## src/rtl/audio_rx_pkg.sv

```systemverilog
// Shared constants and the queue word layout for the audio receive channel.
package audio_rx_pkg;
    localparam int SAMPLE_W   = 16;
    localparam int BANK_WORDS = 8;
    localparam int BANKS      = 2;

    // One stored sample with its slot tag.
    typedef struct packed {
        logic                right;
        logic [SAMPLE_W-1:0] data;
    } rx_word_t;
endpackage

```

## src/rtl/rx_deser.sv

```systemverilog
// Serial-to-parallel converter for one two-slot audio stream.
// Assumes: bit_tick is a one-cycle pulse per bit-clock rising edge, with
// ws_in and sd_in valid in that cycle. Framing and order are static.
module rx_deser
    import audio_rx_pkg::*;
#(
    parameter int W = SAMPLE_W
) (
    input  logic     clk,
    input  logic     rst_n,
    input  logic     bit_tick,
    input  logic     ws_in,
    input  logic     sd_in,
    input  logic     cfg_lsb_first,
    input  logic     cfg_left_just,
    output logic     word_valid,
    output rx_word_t word
);
    localparam int CW = $clog2(W + 1);
    localparam logic [CW-1:0] LAST = CW'(W - 1);

    logic          ws_dly;
    logic          prev_eff;
    logic [1:0]    warm;
    logic          slot;
    logic [CW-1:0] cnt;
    logic [W-1:0]  shreg;
    logic          eff_ws;
    logic [W-1:0]  shifted;

    // Effective slot marker: delayed by one bit in the standard framing.
    always_comb eff_ws = cfg_left_just ? ws_in : ws_dly;

    // Next shift-register value for the configured bit order.
    always_comb shifted = cfg_lsb_first ? {sd_in, shreg[W-1:1]}
                                        : {shreg[W-2:0], sd_in};

    // Slot tracking, bit counting and sample assembly.
    always_ff @(posedge clk) begin
        if (!rst_n) begin
            ws_dly     <= 1'b0;
            prev_eff   <= 1'b0;
            warm       <= 2'd0;
            slot       <= 1'b0;
            cnt        <= '0;
            shreg      <= '0;
            word_valid <= 1'b0;
        end else begin
            word_valid <= 1'b0;
            if (bit_tick) begin
                ws_dly   <= ws_in;
                prev_eff <= eff_ws;
                if (warm != 2'd2) warm <= warm + 2'd1;
                if (warm == 2'd2 && eff_ws != prev_eff) begin
                    slot  <= eff_ws;
                    shreg <= shifted;
                    cnt   <= CW'(1);
                end else if (cnt != '0 && cnt <= LAST) begin
                    shreg <= shifted;
                    cnt   <= cnt + CW'(1);
                    if (cnt == LAST) word_valid <= 1'b1;
                end
            end
        end
    end

    always_comb begin
        word.right = slot;
        word.data  = shreg;
    end
endmodule

```

## src/rtl/rx_fifo.sv

```systemverilog
// Ring-buffer queue for tagged samples.
// Assumes: the caller never writes when full; rd is only asserted when not empty.
// Read data is zero while empty.
module rx_fifo
    import audio_rx_pkg::*;
#(
    parameter int DEPTH = BANKS * BANK_WORDS
) (
    input  logic     clk,
    input  logic     rst_n,
    input  logic     wr,
    input  rx_word_t wdata,
    input  logic     rd,
    output rx_word_t rdata,
    output logic     full,
    output logic     empty
);
    localparam int AW = $clog2(DEPTH);
    localparam int CW = $clog2(DEPTH + 1);
    localparam logic [AW-1:0] TOP = AW'(DEPTH - 1);

    rx_word_t      mem [DEPTH];
    logic [AW-1:0] wp, rp;
    logic [CW-1:0] count;

    always_comb begin
        full  = (count == CW'(DEPTH));
        empty = (count == '0);
        rdata = empty ? '0 : mem[rp];
    end

    // Storage write.
    always_ff @(posedge clk) begin
        if (wr) mem[wp] <= wdata;
    end

    // Pointer and occupancy bookkeeping.
    always_ff @(posedge clk) begin
        if (!rst_n) begin
            wp    <= '0;
            rp    <= '0;
            count <= '0;
        end else begin
            if (wr) wp <= (wp == TOP) ? '0 : wp + AW'(1);
            if (rd) rp <= (rp == TOP) ? '0 : rp + AW'(1);
            if (wr && !rd)      count <= count + CW'(1);
            else if (rd && !wr) count <= count - CW'(1);
        end
    end


    fill_step_chk: assert property (@(posedge clk) disable iff (!rst_n)
        (wr && !rd) |=> (count == $past(count) + CW'(1)));

    drain_step_chk: assert property (@(posedge clk) disable iff (!rst_n)
        (rd && !wr) |=> (count == $past(count) - CW'(1)));
endmodule

```

## src/rtl/audio_rx_chan.sv

```systemverilog
// Receive channel top: input sampling, deserialiser, queue and error flags.
// Assumes: serial inputs are slow compared with clk (at least two clk per
// bit-clock phase); configuration is changed only around a reset.
module audio_rx_chan
    import audio_rx_pkg::*;
(
    input  logic                clk,
    input  logic                rst_n,
    input  logic                i2s_sck,
    input  logic                i2s_ws,
    input  logic                i2s_sd,
    input  logic                cfg_mono,
    input  logic                cfg_lsb_first,
    input  logic                cfg_left_just,
    output logic                rd_valid,
    input  logic                rd_ready,
    output logic [SAMPLE_W-1:0] rd_data,
    output logic                rd_right,
    input  logic                clr_ovf,
    input  logic                clr_udf,
    output logic                ovf_flag,
    output logic                udf_flag,
    output logic                irq
);
    logic     sck_q, sck_qq, ws_q, sd_q;
    logic     bit_tick;
    logic     word_valid;
    rx_word_t word, rword;
    logic     keep, fifo_wr, drop, pop, full, empty;

    // Register the serial lines and keep the previous bit-clock level.
    always_ff @(posedge clk) begin
        if (!rst_n) begin
            sck_q  <= 1'b0;
            sck_qq <= 1'b0;
            ws_q   <= 1'b0;
            sd_q   <= 1'b0;
        end else begin
            sck_q  <= i2s_sck;
            sck_qq <= sck_q;
            ws_q   <= i2s_ws;
            sd_q   <= i2s_sd;
        end
    end

    always_comb bit_tick = sck_q && !sck_qq;

    rx_deser #(.W(SAMPLE_W)) u_deser (
        .clk           (clk),
        .rst_n         (rst_n),
        .bit_tick      (bit_tick),
        .ws_in         (ws_q),
        .sd_in         (sd_q),
        .cfg_lsb_first (cfg_lsb_first),
        .cfg_left_just (cfg_left_just),
        .word_valid    (word_valid),
        .word          (word)
    );

    // Store/drop decision for each finished sample, and the read handshake.
    always_comb begin
        keep     = word_valid && !(cfg_mono && word.right);
        fifo_wr  = keep && !full;
        drop     = keep && full;
        rd_valid = !empty;
        pop      = rd_valid && rd_ready;
        rd_data  = rword.data;
        rd_right = rword.right;
        irq      = ovf_flag || udf_flag;
    end

    rx_fifo #(.DEPTH(BANKS * BANK_WORDS)) u_fifo (
        .clk   (clk),
        .rst_n (rst_n),
        .wr    (fifo_wr),
        .wdata (word),
        .rd    (pop),
        .rdata (rword),
        .full  (full),
        .empty (empty)
    );

    // Sticky error flags; setting wins over a clear in the same cycle.
    always_ff @(posedge clk) begin
        if (!rst_n) begin
            ovf_flag <= 1'b0;
            udf_flag <= 1'b0;
        end else begin
            if (drop)         ovf_flag <= 1'b1;
            else if (clr_ovf) ovf_flag <= 1'b0;
            if (rd_ready && !rd_valid) udf_flag <= 1'b1;
            else if (clr_udf)          udf_flag <= 1'b0;
        end
    end


    drop_sets_ovf_chk: assert property (@(posedge clk) disable iff (!rst_n)
        drop |=> ovf_flag);

    empty_read_sets_udf_chk: assert property (@(posedge clk) disable iff (!rst_n)
        (rd_ready && !rd_valid) |=> udf_flag);

    empty_reads_zero_chk: assert property (@(posedge clk) disable iff (!rst_n)
        !rd_valid |-> (rd_data == '0));

    ovf_clear_chk: assert property (@(posedge clk) disable iff (!rst_n)
        (clr_ovf && !drop) |=> !ovf_flag);

    mono_left_only_chk: assert property (@(posedge clk) disable iff (!rst_n)
        (fifo_wr && cfg_mono) |-> !word.right);
endmodule

```

## config.mk

```make
export PLATFORM = sky130hd
export DESIGN_NAME = audio_rx_chan
export DESIGN_NICKNAME = d
export VERILOG_FILES = /design/src/rtl/audio_rx_pkg.sv /design/src/rtl/rx_deser.sv /design/src/rtl/rx_fifo.sv /design/src/rtl/audio_rx_chan.sv
export SDC_FILE = /design/constraint.sdc
export NUM_CORES = 1
export LEC_CHECK = 0
export BUFFER_PORTS_ARGS = -buffer_cell sky130_fd_sc_hd__buf_4
export CAP_MARGIN = 5
export CORE_ASPECT_RATIO = 0.75
export CORE_MARGIN = 2
export CORE_UTILIZATION = 30
export DETAILED_ROUTE_END_ITERATION = 6
export PLACE_DENSITY_LB_ADDON = 0.12
export SYNTH_ARGS = -nofsm -noshare
export SYNTH_HDL_FRONTEND = slang
export SYNTH_HIERARCHICAL = 1
export SYNTH_SLANG_ARGS = --single-unit
```

## constraint.sdc

```tcl
create_clock -name clk -period 4.3 [get_ports clk]
set_input_delay 0.86 -clock clk [delete_from_list [all_inputs] [get_ports clk]]
set_output_delay 0.86 -clock clk [all_outputs]
set_load 0.03 [all_outputs]
```

* Word-level counts from Yosys, hierarchy flattened
Memory sizes are Yosys's and may differ from the RTL's. A register that Yosys moved wholly into a read port is not among the register bits. Index checks and enable logic that the tools add are counted. W data, S select, Z words.
Word-level totals: register bits after elaboration 46, bits in writable memories 272, input bits 11, output and inout bits 21, word-level logic and storage cells 82, memories 1
Memories:
- u_fifo.mem | words 16, bits a word 17, read ports 1, clocked after memory_dff 1, write ports 1, line rx_fifo.sv:22 | rx_word_t mem [DEPTH];
Operators by class: $add $sub $neg 6, $lt $le $gt $ge 1, equal/unequal tests 7, multiplexer cells 20, bitwise logic cells 3, reduce and logical (&&, ||, !) cells 28
Operators by type and width (count):
- $mux W16 | 3
- $mux W5 | 4
- $mux W17 | 1
- $mux W4 | 4
- $logic_and A1 B1 Y1 | 11
- $add A5 B1 Y5 const B | 2
- $add A4 B1 Y4 const B | 2
- $eq A4 B4 Y1 const B | 2
- $mux W1 | 8
- $reduce_bool A2 Y1 | 4
- $logic_not A1 Y1 | 6
- $reduce_and A2 Y1 | 3
- $eq A5 B4 Y1 const B | 1
- $eq A5 B5 Y1 const B | 1
- $le A5 B4 Y1 const B | 1
- $logic_not A5 Y1 | 1
- $reduce_bool A5 Y1 | 1
- $sub A5 B1 Y5 const B | 1
- $reduce_or A4 Y1 | 1
- $not A1 Y1 | 3
- $add A2 B1 Y2 const B | 1
- $eq A2 B2 Y1 const B | 1
- $ne A2 B2 Y1 const B | 1
- $logic_or A1 B1 Y1 | 1
- $ne A1 B1 Y1 | 1

* Depth between registers and ports, before layout
Gate-level depths: netlist of run 1.
word-level depth 8, gate-level depth with buffers 11, mapped depth without buffers 11

* Modules after synthesis
The synthesis of run 1 kept the hierarchy.
By module, submodules not included:
- rx_fifo | instances 1, cells each 524, area an instance 11384.7 um^2, sequential area each 8508.2 um^2
- rx_deser | instances 1, cells each 138, area an instance 1412.6 um^2, sequential area each 540.5 um^2
- audio_rx_chan | instances 1, cells each 22, area an instance 219.0 um^2, sequential area each 120.1 um^2

* Worst setup path before layout of run 1
No wires, ideal clock.
kind register to output, start point register (tool-made name), end point output port rd_data[10], arrival 1.801 ns, data required time 3.440 ns, slack 1.639 ns, stages on the path, launching flop included 6, path buffers 3, path through dfxtp_1 > buf_2 > buf_2 > buf_1 > mux2_2 > a221o_1
RTL lines:
- to (decl) | line audio_rx_chan.sv:17 | output logic [SAMPLE_W-1:0] rd_data,

* Final worst setup path of run 1
start point register u_fifo.count[0], end point output port rd_data[4]
Between the ends: cells in the longest elaborated chain, start to end 2
Ends and longest elaborated chain:
- from (decl) | line rx_fifo.sv:24 | logic [CW-1:0] count;
- from (signal assigned) | line rx_fifo.sv:46 | if (wr && !rd) count <= count + CW'(1);
- from (signal assigned) | line rx_fifo.sv:47 | else if (rd && !wr) count <= count - CW'(1);
- $logic_not A5 Y1 | line rx_fifo.sv:28 | empty = (count == '0);
- $mux W17 | line rx_fifo.sv:29 | rdata = empty ? '0 : mem[rp];
Every way passes these cells.

==> results of run 1 <==
## kinds of logic (layout without fill, tap and decap cells)
logic type | Yosys count | after routing
flip-flops | 322 | 322
XOR/XNOR | 8 | 8
AO/OA/AOI/OAI | 62 | 62
adder cells (fa/ha/maj) | 14 | 14
buffers and inverters | 44 | 127
multiplexers | 108 | 108
AND/OR/NAND/NOR | 126 | 126
## stage by stage
| stage | worst slack [ns] | instance area, µm² |
|---|---|---|
| global route | 0.4245 | 15100 |
| global placement | 0.9769 | 13940 |
| CTS | 0.4746 | 15100 |
| finish | 0.5754 | 15100 |
| floorplan | 1.639 | 13020 |
| detailed placement | 0.9415 | 13940 |
## worst max-delay path: cells and delay by family (launching register included)
family	cells	cell delay [ns]
AO/OA/AOI/OAI	2	0.95
AND/OR/NAND/NOR	2	0.87
buffers and inverters	1	0.18
flip-flops	1	0.36
## sequential cells by signal (all words and copies together) (netlist names), named ones only
register and flops:
u_fifo/rp 4, u_deser/warm 2, u_fifo/count 5, u_deser/slot 1, u_deser/ws_dly 1, u_deser/shreg 16, u_fifo/wp 4, sd_q 1
u_deser/word_valid 1, ovf_flag 1, udf_flag 1, u_deser/prev_eff 1, u_fifo/mem 272, sck_q 1, u_deser/cnt 5, ws_q 1
sck_qq 1
## cells in the final DEF, fill, tap and decap left out, types with 5 or more instances in the layout
| cell type | netlist | layout |
|---|---|---|
| inv_1 | 10 | 10 |
| a221o_1 | 17 | 17 |
| ha_1 | 13 | 13 |
| dfxtp_1 | 50 | 48 |
| mux4_2 | 43 | 43 |
| clkinv_1 | 0 | 6 |
| and2_1 | 28 | 28 |
| xnor2_1 | 6 | 6 |
| mux4_1 | 25 | 25 |
| mux2i_1 | 21 | 21 |
| o21ai_0 | 5 | 5 |
| nor2b_1 | 22 | 22 |
| nor2_1 | 10 | 10 |
| nand3_1 | 8 | 8 |
| o211a_1 | 19 | 19 |
| clkbuf_16 | 0 | 37 |
| buf_4 | 2 | 54 |
| edfxtp_1 | 272 | 272 |
| clkbuf_1 | 8 | 6 |
| a21oi_1 | 5 | 5 |
| nand2_1 | 35 | 35 |
| mux2_2 | 18 | 18 |
## worst max-delay path by stage
stage / start / end / depth (start not counted)
2_1_floorplan: flip-flop / rd_data[10] / 5
3_3_place_gp: cfg_mono / u_fifo/mem[7][8] / 6
3_5_place_dp: cfg_mono / u_fifo/mem[7][8] / 6
4_1_cts: flip-flop / rd_data[5] / 4
5_1_grt: u_fifo/count[0] / rd_data[2] / 5
6_report: u_fifo/count[0] / rd_data[4] / 5
## cell type report
class,count,area share [%]
tap,578,4.789
sequential,322,60.76
multi-input combinational,318,23.81
clock inverter,19,1.334
timing repair buffer,54,2.684
inverter,10,0.2485
clock buffer,44,6.371
## where the power goes
group | switching [W] | leakage, nW | internal, W
registers | 0.000197 | 2.62 | 0.00339
clock network | 0.00120 | 0.557 | 0.00183
logic | 0.000707 | 1.60 | 0.000667
total | 0.00210 | 4.78 | 0.00589
## Yosys cell counts, drive strengths merged (2+ instances only)
cell and count:
o211a 19, clkbuf 9, mux2i 22, mux4 68
dfxtp 50, and2b 4, xnor2 6, a211oi 2
a21oi 5, nand4 2, nor2b 22, buf 24
ha 13, o21ai 8, nand2 35, inv 10
a31oi 2, a21boi 3, edfxtp 272, a221o 17
and3 3, nor3b 2, xor2 2, or4b 2
nand2b 2, nand3 8, nand4b 3, and2 28
mux2 18, nor2 11
## routing by layer
layer  track usage, %  routed length [µm]  share of wire, %
met5                0                   0                 0
met4            3.439                 476               1.7
met3            2.344                1225               4.3
met2            19.49               12740                44
met1            19.04               14230                50
==> reports/results.txt, run 1 <==
outcome = finished clean
post-synthesis mux area share = 15.83%
io pins = 32
FF-to-FF setup slack = 1.27 ns
final antenna diode count = 0
min Tclk post-route = 3.725 ns
total global-route track usage = 12.88%
Crit Reg-Reg Startpoint = u_deser/slot
dpl cells = 1282
Max Clock Skew = 0.02287 ns
DRT Pass-1 Iters = 5
Total Nets Final = 767
IR Drop Worst-Case VDD = 0.2260 mV
RSZ-0062 raised after global routing = no
Final ANT Viol Nets = 0
Site Rows = 66
Detail Placement HPWL = 17700 µm
clock buffer depth = 3
asr flop ratio synth = 0%
total power = 0.007993 W
top-area cell type share of the netlist area = 62.75%
final setup TNS = 0 ns
fmax = 268.5 MHz
grt ovf = 0
critical path endpoint category = output port
PwrDens = 529.3 nW/µm²
area of the multi-input gates = 3596 µm²
area grow syn2layout = 16.02%
post_cts resized = 0
Skew-Pair Late Insertion Delay = 0.52 ns
Final setup viols = 0
CTS tree = done
postcts setup bufs = 0
vias in the first global route = 6492
Slew Limit Fails = 0
max cap viols = 0
Mapped Area = 13020 µm²
Worst Hold End = sck_qq
leakage = 4.775 nW
Placer Congestion = 0.7433
crit path max fanout = 17
Worst EP required = 3.44 ns
CORE AREA = 43110 µm²
capturing point of the worst reg2reg path = u_fifo/count[3]
Worst-path clk slew = 0.06 ns
share of cells above drive strength 1 = 23.86%
clk sinks = 322
worst hold-check path type = reg -> reg
most area-consuming cells after synthesis = edfxtp_1, dfxtp_1, mux4_2
Buffers on Ports = 31
Avg Cell Area, Syn = 19.03 µm²
syn nets = 709
Least-Margin Pin Slew = 0.9832 ns
crit path DAT = 2.86 ns
complex-gate fraction of the synthesized area = 4.326%
Synth Flop Type = edfxtp_1
Die H = 184.4 µm
Die Area = 45090 µm²
hold depth = 1
largest family of logic cells by synthesized area = multiplexers
Critical Path Start Type = flip-flop
CTS H-tree lvls = 2
Non-Filler Instances = 1345
hold wc startpoint = sck_q
Via density = 4.781
Final Util = 35.03%
DR WL/cell = 21.32 µm
TritonCTS Buffers = 36
endpoints failing hold = 0
YS warnings = 6
initial antenna violation count = 0
Mapped Cells = 684
Die W = 244.5 µm
Min Hold Slack = 0.4452 ns
first-pass GRT wire length = 42680 µm
aggregate routed wire length = 28670 µm
post-synthesis adder-cell area fraction = 1.403%
largest net degree at the start of global routing = 54
Simple-Gate Fraction of Synth Area = 5.470%
number of fillers in the final layout = 4049
area leader, netlist = edfxtp_1
Netlist cell types = 57
worst reg2reg path depth = 9
#FFs+latches synth = 322
Seq/Total Area, Yosys = 70.44%
slowest stage cell on the critical path = o21ai_2
Crit Path Class = reg -> out
Post-Synth XOR/XNOR Area = 0.5960%
Iteration-0 DRC Markers = 462
CTS Hold Buffers Added = 0
CP Cell Sequence = or4_4 > o21ai_2 > and2b_1 > a221o_1 > buf_4
relative slew slack = 34.45%
Root Driver = clkbuf_16
largest stage delay on the critical path = 0.67 ns
drc violations = 0
fin crit share = 86.62%
routed vias = 6430
Post-synth EDFFs = 272
sequential standard cell area = 9176 µm²
Initial Util = 30.20%
Power figures use the tool's default switching activity.
==> inputs of run 2 (changes only) <==
Clock period 4.3 ns to 3.06 ns, I/O delays scaled along.
==> reports/results.txt, run 2 (synthesized netlist as in run 1, its figures left out) <==
outcome = finished with violations
failing checks = setup timing
crit path max fanout = 7 (-10)
Root Driver = clkbuf_16
aggregate routed wire length = 31170 µm (+8.7%)
routed vias = 6638 (+3.2%)
Worst-path clk slew = 0.06 ns (about the same)
Site Rows = 66 (unchanged)
vias in the first global route = 7029 (+8.3%)
Die H = 184.4 µm (unchanged)
io pins = 32 (unchanged)
largest registers = u_fifo/mem x272, u_deser/shreg x16
critical path endpoint category = output port
DRT Pass-1 Iters = 4 (-1)
hold wc startpoint = i2s_sck
Die W = 244.5 µm (unchanged)
endpoints failing hold = 0 (unchanged)
grt ovf = 0 (unchanged)
dpl cells = 1311 (+2.3%)
Detail Placement HPWL = 19520 µm (+10%)
largest reg by FF count = u_fifo/mem
crit path DAT = 2.51 ns (-0.35 ns)
TritonCTS Buffers = 37 (+2.8%)
Die Area = 45090 µm² (unchanged)
Slew Limit Fails = 0 (unchanged)
final setup TNS = -0.4143 ns (-0.4143 ns)
Final setup viols = 12 (+12)
total power = 0.01161 W (+45%)
Total Nets Final = 819 (+6.8%)
largest net degree at the start of global routing = 54 (unchanged)
max FFs per register = 272 (unchanged)
CTS H-tree lvls = 2 (unchanged)
PwrDens = 740.6 nW/µm² (+40%)
most frequent cells in the layout = edfxtp_1, buf_4, mux4_2
FF-to-FF setup slack = 0.18 ns (-1.09 ns)
commonest non-fill, non-tap cell in the layout = edfxtp_1
Final Util = 36.37% (+1.3 points)
worst reg2reg path depth = 12 (+3)
share of cells above drive strength 1 = 31.02% (+7.2 points)
CORE AREA = 43110 µm² (unchanged)
leakage = 5.135 nW (+7.5%)
min Tclk post-route = 3.127 ns
Placer Congestion = 0.7394 (-0.52%)
Least-Margin Pin Slew = 0.8888 ns (-0.09436 ns)
total global-route track usage = 13.88% (+1.0 points)
worst hold-check path type = in -> reg
clk sinks = 322 (unchanged)
Max Clock Skew = 0.01123 ns (-0.01164 ns)
fmax = 319.8 MHz
worst setup margin = -0.06689 ns (-0.6423 ns)
max cap viols = 0 (unchanged)
CTS Hold Buffers Added = 0 (unchanged)
first-pass GRT wire length = 45890 µm (+7.5%)
drc violations = 0 (unchanged)
initial antenna violation count = 0 (unchanged)
Worst EP required = 2.45 ns (-0.99 ns)
Non-Filler Instances = 1400 (+4.1%)
CTS tree = done
Crit Path Class = reg -> out
Final ANT Viol Nets = 0 (unchanged)
relative slew slack = 40.66% (+6.2 points)
Initial Util = 30.20% (unchanged)
clock buffer depth = 3 (unchanged)
Crit Reg-Reg Startpoint = u_fifo/count[3]
RSZ-0062 raised after global routing = yes
DR WL/cell = 22.27 µm (+4.5%)
area grow syn2layout = 20.45%
capturing point of the worst reg2reg path = u_fifo/count[3]
Skew-Pair Late Insertion Delay = 0.51 ns (about the same)
Worst Hold End = sck_q
fin crit share = 102.2%
final antenna diode count = 0 (unchanged)
number of fillers in the final layout = 4038 (-0.27%)
Via density = 4.741 (-0.82%)
hold depth = 2 (+1)
Post-Place Setup Slack = 0.2562 ns (-0.6854 ns)
IR Drop Worst-Case VDD = 0.3881 mV (+72%)
Buffers on Ports = 31 (unchanged)
Critical Path Start Type = flip-flop
Iteration-0 DRC Markers = 349 (-24%)
[run 2: cell count changes in the layout (fill, tap and decap cells not counted), moves of 7 or more]
cell,before,now
buf_12,0,7
buf_4,54,69
buf_6,0,28
mux2_2,18,8
mux2_4,0,10
mux4_1,25,7
mux4_2,43,61
[run 2: how the worst max path moves through the flow]
stage / from / to / slack, ns / cells past startpoint
after floorplan: u_fifo/count[0] / u_fifo/count[3] / 0.44 / 11
after global placement: u_fifo/count[0] / u_fifo/count[3] / 0.26 / 11
after detailed placement: u_fifo/count[0] / u_fifo/count[3] / 0.26 / 11
after CTS: flip-flop / rd_data[4] / -0.11 / 5
after global routing: flip-flop / rd_data[12] / -0.13 / 6
final: flip-flop / rd_data[12] / -0.07 / 6
[run 2: worst max-delay path: stages (launching register included)]
cell	delay [ns]
dfxtp_4	0.42
buf_6	0.12
buf_12	0.12
mux4_2	0.50
mux2_4	0.29
a221o_1	0.38
buf_6	0.16
[run 2: repair_timing]
action | 4_1_cts | 5_1_grt
pin swaps | 4 | 7
buffers inserted | 10 | 12
resized for setup | 32 | 35
gates cloned | 0 | 1
endpoints found under the setup margin | 17 | 17
[run 2: report_power, final]
| part | internal (W) | total, W | leakage [nW] | switching, W |
|---|---|---|---|---|
| combinational | 0.00127 | 0.00255 | 1.94 | 0.00128 |
| sequential | 0.00477 | 0.00484 | 2.62 | 0.0000755 |
| clock | 0.00253 | 0.00422 | 0.573 | 0.00169 |
| total | 0.00856 | 0.0116 | 5.13 | 0.00305 |
[run 2: cell type report]
cell class	instances	area, µm²	area share (%)
clock buffers	51	1031	6.576
clock inverters	16	131.4	0.8380
inverters	10	37.54	0.2394
multi-input cells	318	3573	22.79
flip-flops and latches	322	9183	58.57
well taps	578	723.2	4.613
repair buffers	105	998.5	6.369
[run 2: layer usage]
metal	global-route usage [%]	vias up	wire length, µm
met4	4.415	0	907
met3	2.097	60	1054
li1	-	2969	-
met5	0	-	0
met2	22.75	123	14590
met1	19.06	3486	14630
[run 2: through the flow]
stage,hold WS [ns],instance area (µm²)
finish,0.3048,15680
global route,0.3006,15680
CTS,0.2834,15480
detailed placement,0.4582,14190
global placement,0.4419,14190
floorplan,0.4214,13020
==> inputs of run 3 (changes only) <==
--- a/constraint.sdc
+++ b/constraint.sdc
@@ -3,2 +3,2 @@
 set_output_delay 0.612 -clock clk [all_outputs]
-set_load 0.03 [all_outputs]
+set_load 0.1 [all_outputs]
==> reports/results.txt, run 3 (synthesized netlist as in run 1, its figures left out) <==
outcome = finished with violations
failing checks = setup timing
Final ANT Viol Nets = 0 (unchanged)
capturing point of the worst reg2reg path = u_fifo/count[3]
grt ovf = 0 (unchanged)
Worst EP required = 2.45 ns (about the same)
vias in the first global route = 6995 (-0.48%)
worst reg2reg path depth = 11 (-1)
critical path endpoint category = output port
Die H = 184.4 µm (unchanged)
Total Nets Final = 813 (-0.73%)
DR WL/cell = 22.15 µm (-0.52%)
Slew Limit Fails = 0 (unchanged)
share of cells above drive strength 1 = 28.33% (-2.7 points)
Initial Util = 30.20% (unchanged)
max cap viols = 0 (unchanged)
Post-Place Cell Area = 14230 µm² (+0.28%)
fin crit share = 104.8% (+2.6 points)
DRT Pass-1 Iters = 4 (unchanged)
commonest non-fill, non-tap cell in the layout = edfxtp_1
Root Driver = clkbuf_16
Crit Path Class = reg -> out
leakage = 5.073 nW (-1.2%)
Final setup viols = 17 (+5)
clock buffer depth = 3 (unchanged)
crit path DAT = 2.59 ns (+0.08 ns)
Die Area = 45090 µm² (unchanged)
Die W = 244.5 µm (unchanged)
CTS tree = done
Critical Path Start Type = flip-flop
CTS H-tree lvls = 2 (unchanged)
fmax = 312.0 MHz (-2.5%)
clk sinks = 322 (unchanged)
Placer Congestion = 0.7580 (+2.5%)
Detail Placement HPWL = 19680 µm (+0.80%)
TritonCTS Buffers = 36 (-2.7%)
relative slew slack = 41.97% (+1.3 points)
hold wc startpoint = i2s_sck
PwrDens = 788.0 nW/µm² (+6.4%)
drc violations = 0 (unchanged)
hold depth = 2 (unchanged)
largest net degree at the start of global routing = 54 (unchanged)
most frequent cells in the layout = edfxtp_1, buf_4, dfxtp_1
Iteration-0 DRC Markers = 456 (+31%)
Worst-path clk slew = 0.06 ns (about the same)
Crit Reg-Reg Startpoint = u_fifo/count[1]
final antenna diode count = 0 (unchanged)
crit path max fanout = 10 (+3)
Via density = 4.791 (+1.0%)
Least-Margin Pin Slew = 0.8692 ns (-0.01966 ns)
Site Rows = 66 (unchanged)
initial antenna violation count = 0 (unchanged)
max FFs per register = 272 (unchanged)
io pins = 32 (unchanged)
largest reg by FF count = u_fifo/mem
CORE AREA = 43110 µm² (unchanged)
IR Drop Worst-Case VDD = 0.4663 mV (+20%)
final setup TNS = -1.742 ns (-1.328 ns)
Skew-Pair Late Insertion Delay = 0.51 ns (about the same)
worst setup margin = -0.1454 ns (-0.07855 ns)
largest registers = u_fifo/mem x272, u_deser/shreg x16
RSZ-0062 raised after global routing = yes
endpoints failing hold = 0 (unchanged)
routed vias = 6659 (+0.32%)
Worst Hold End = sck_q
area grow syn2layout = 20.01%
FF-to-FF setup slack = 0.18 ns (about the same)
worst hold-check path type = in -> reg
total global-route track usage = 13.99% (+0.10 points)
Max Clock Skew = 0.008417 ns (-0.002818 ns)
Buffers on Ports = 31 (unchanged)
min Tclk post-route = 3.205 ns (+0.07855 ns)
Finished Cell Area = 15620 µm² (-0.36%)
aggregate routed wire length = 30790 µm (-1.2%)
first-pass GRT wire length = 45950 µm (+0.15%)
## run 3: final cells by class
| class | instances | area (µm²) |
|---|---|---|
| multi-input cells | 318 | 3596 |
| flip-flops and latches | 322 | 9178 |
| clock buffers | 49 | 1001 |
| fillers | 4031 | 27490 |
| repair buffers | 100 | 998.5 |
| well taps | 578 | 723.2 |
| clock inverters | 13 | 87.58 |
| inverters | 10 | 37.54 |
## run 3: how the worst max path moves through the flow
stage | slack, ns | cells past startpoint | start | to
final | -0.15 | 5 | flip-flop | rd_data[1]
after global routing | -0.22 | 5 | flip-flop | rd_data[1]
after CTS | -0.21 | 5 | flip-flop | rd_data[1]
after detailed placement | 0.20 | 11 | u_fifo/count[0] | u_fifo/count[3]
after global placement | 0.27 | 11 | u_fifo/count[0] | u_fifo/count[3]
after floorplan | 0.38 | 6 | flip-flop | rd_data[10]
## run 3: where the power goes
group | total (W) | internal (W) | switching [W]
registers | 0.00488 | 0.00476 | 0.000117
clock network | 0.00401 | 0.00237 | 0.00164
logic | 0.00342 | 0.00129 | 0.00213
## run 3: timing repair
item                       CTS  global route
pin swaps                    1             4
resized for setup           21            11
hold buffers                 0             0
setup buffers                7            13
setup endpoints to repair   17            17
## run 3: layer usage
layer | up-vias | share of wire, % | track usage, %
li1 | 2965 | - | -
met2 | 119 | 47 | 22.94
met4 | 0 | 2.1 | 3.756
met5 | - | 0 | 0
met3 | 42 | 3.2 | 2.184
met1 | 3533 | 48 | 19.40
## run 3: critical path, cell delays in order (launching register included)
cell     delay, ns
dfxtp_4       0.45
buf_12        0.17
mux4_1        0.59
mux2_2        0.29
a221o_1       0.35
buf_6         0.21
## run 3: metrics by stage
stage	worst slack, ns	std cells	hold WS, ns	power (W)	utilization (%)
after global routing	-0.2240	1390	0.2875	0.01277	36.24
after floorplan	0.3848	684	0.4214	0.007317	-
after detailed placement	0.2019	1308	0.4577	0.008099	33.02
after global placement	0.2711	1308	0.4271	0.008086	33.02
final	-0.1454	1390	0.3026	0.01231	36.24
after CTS	-0.2096	1377	0.2750	0.01233	35.91
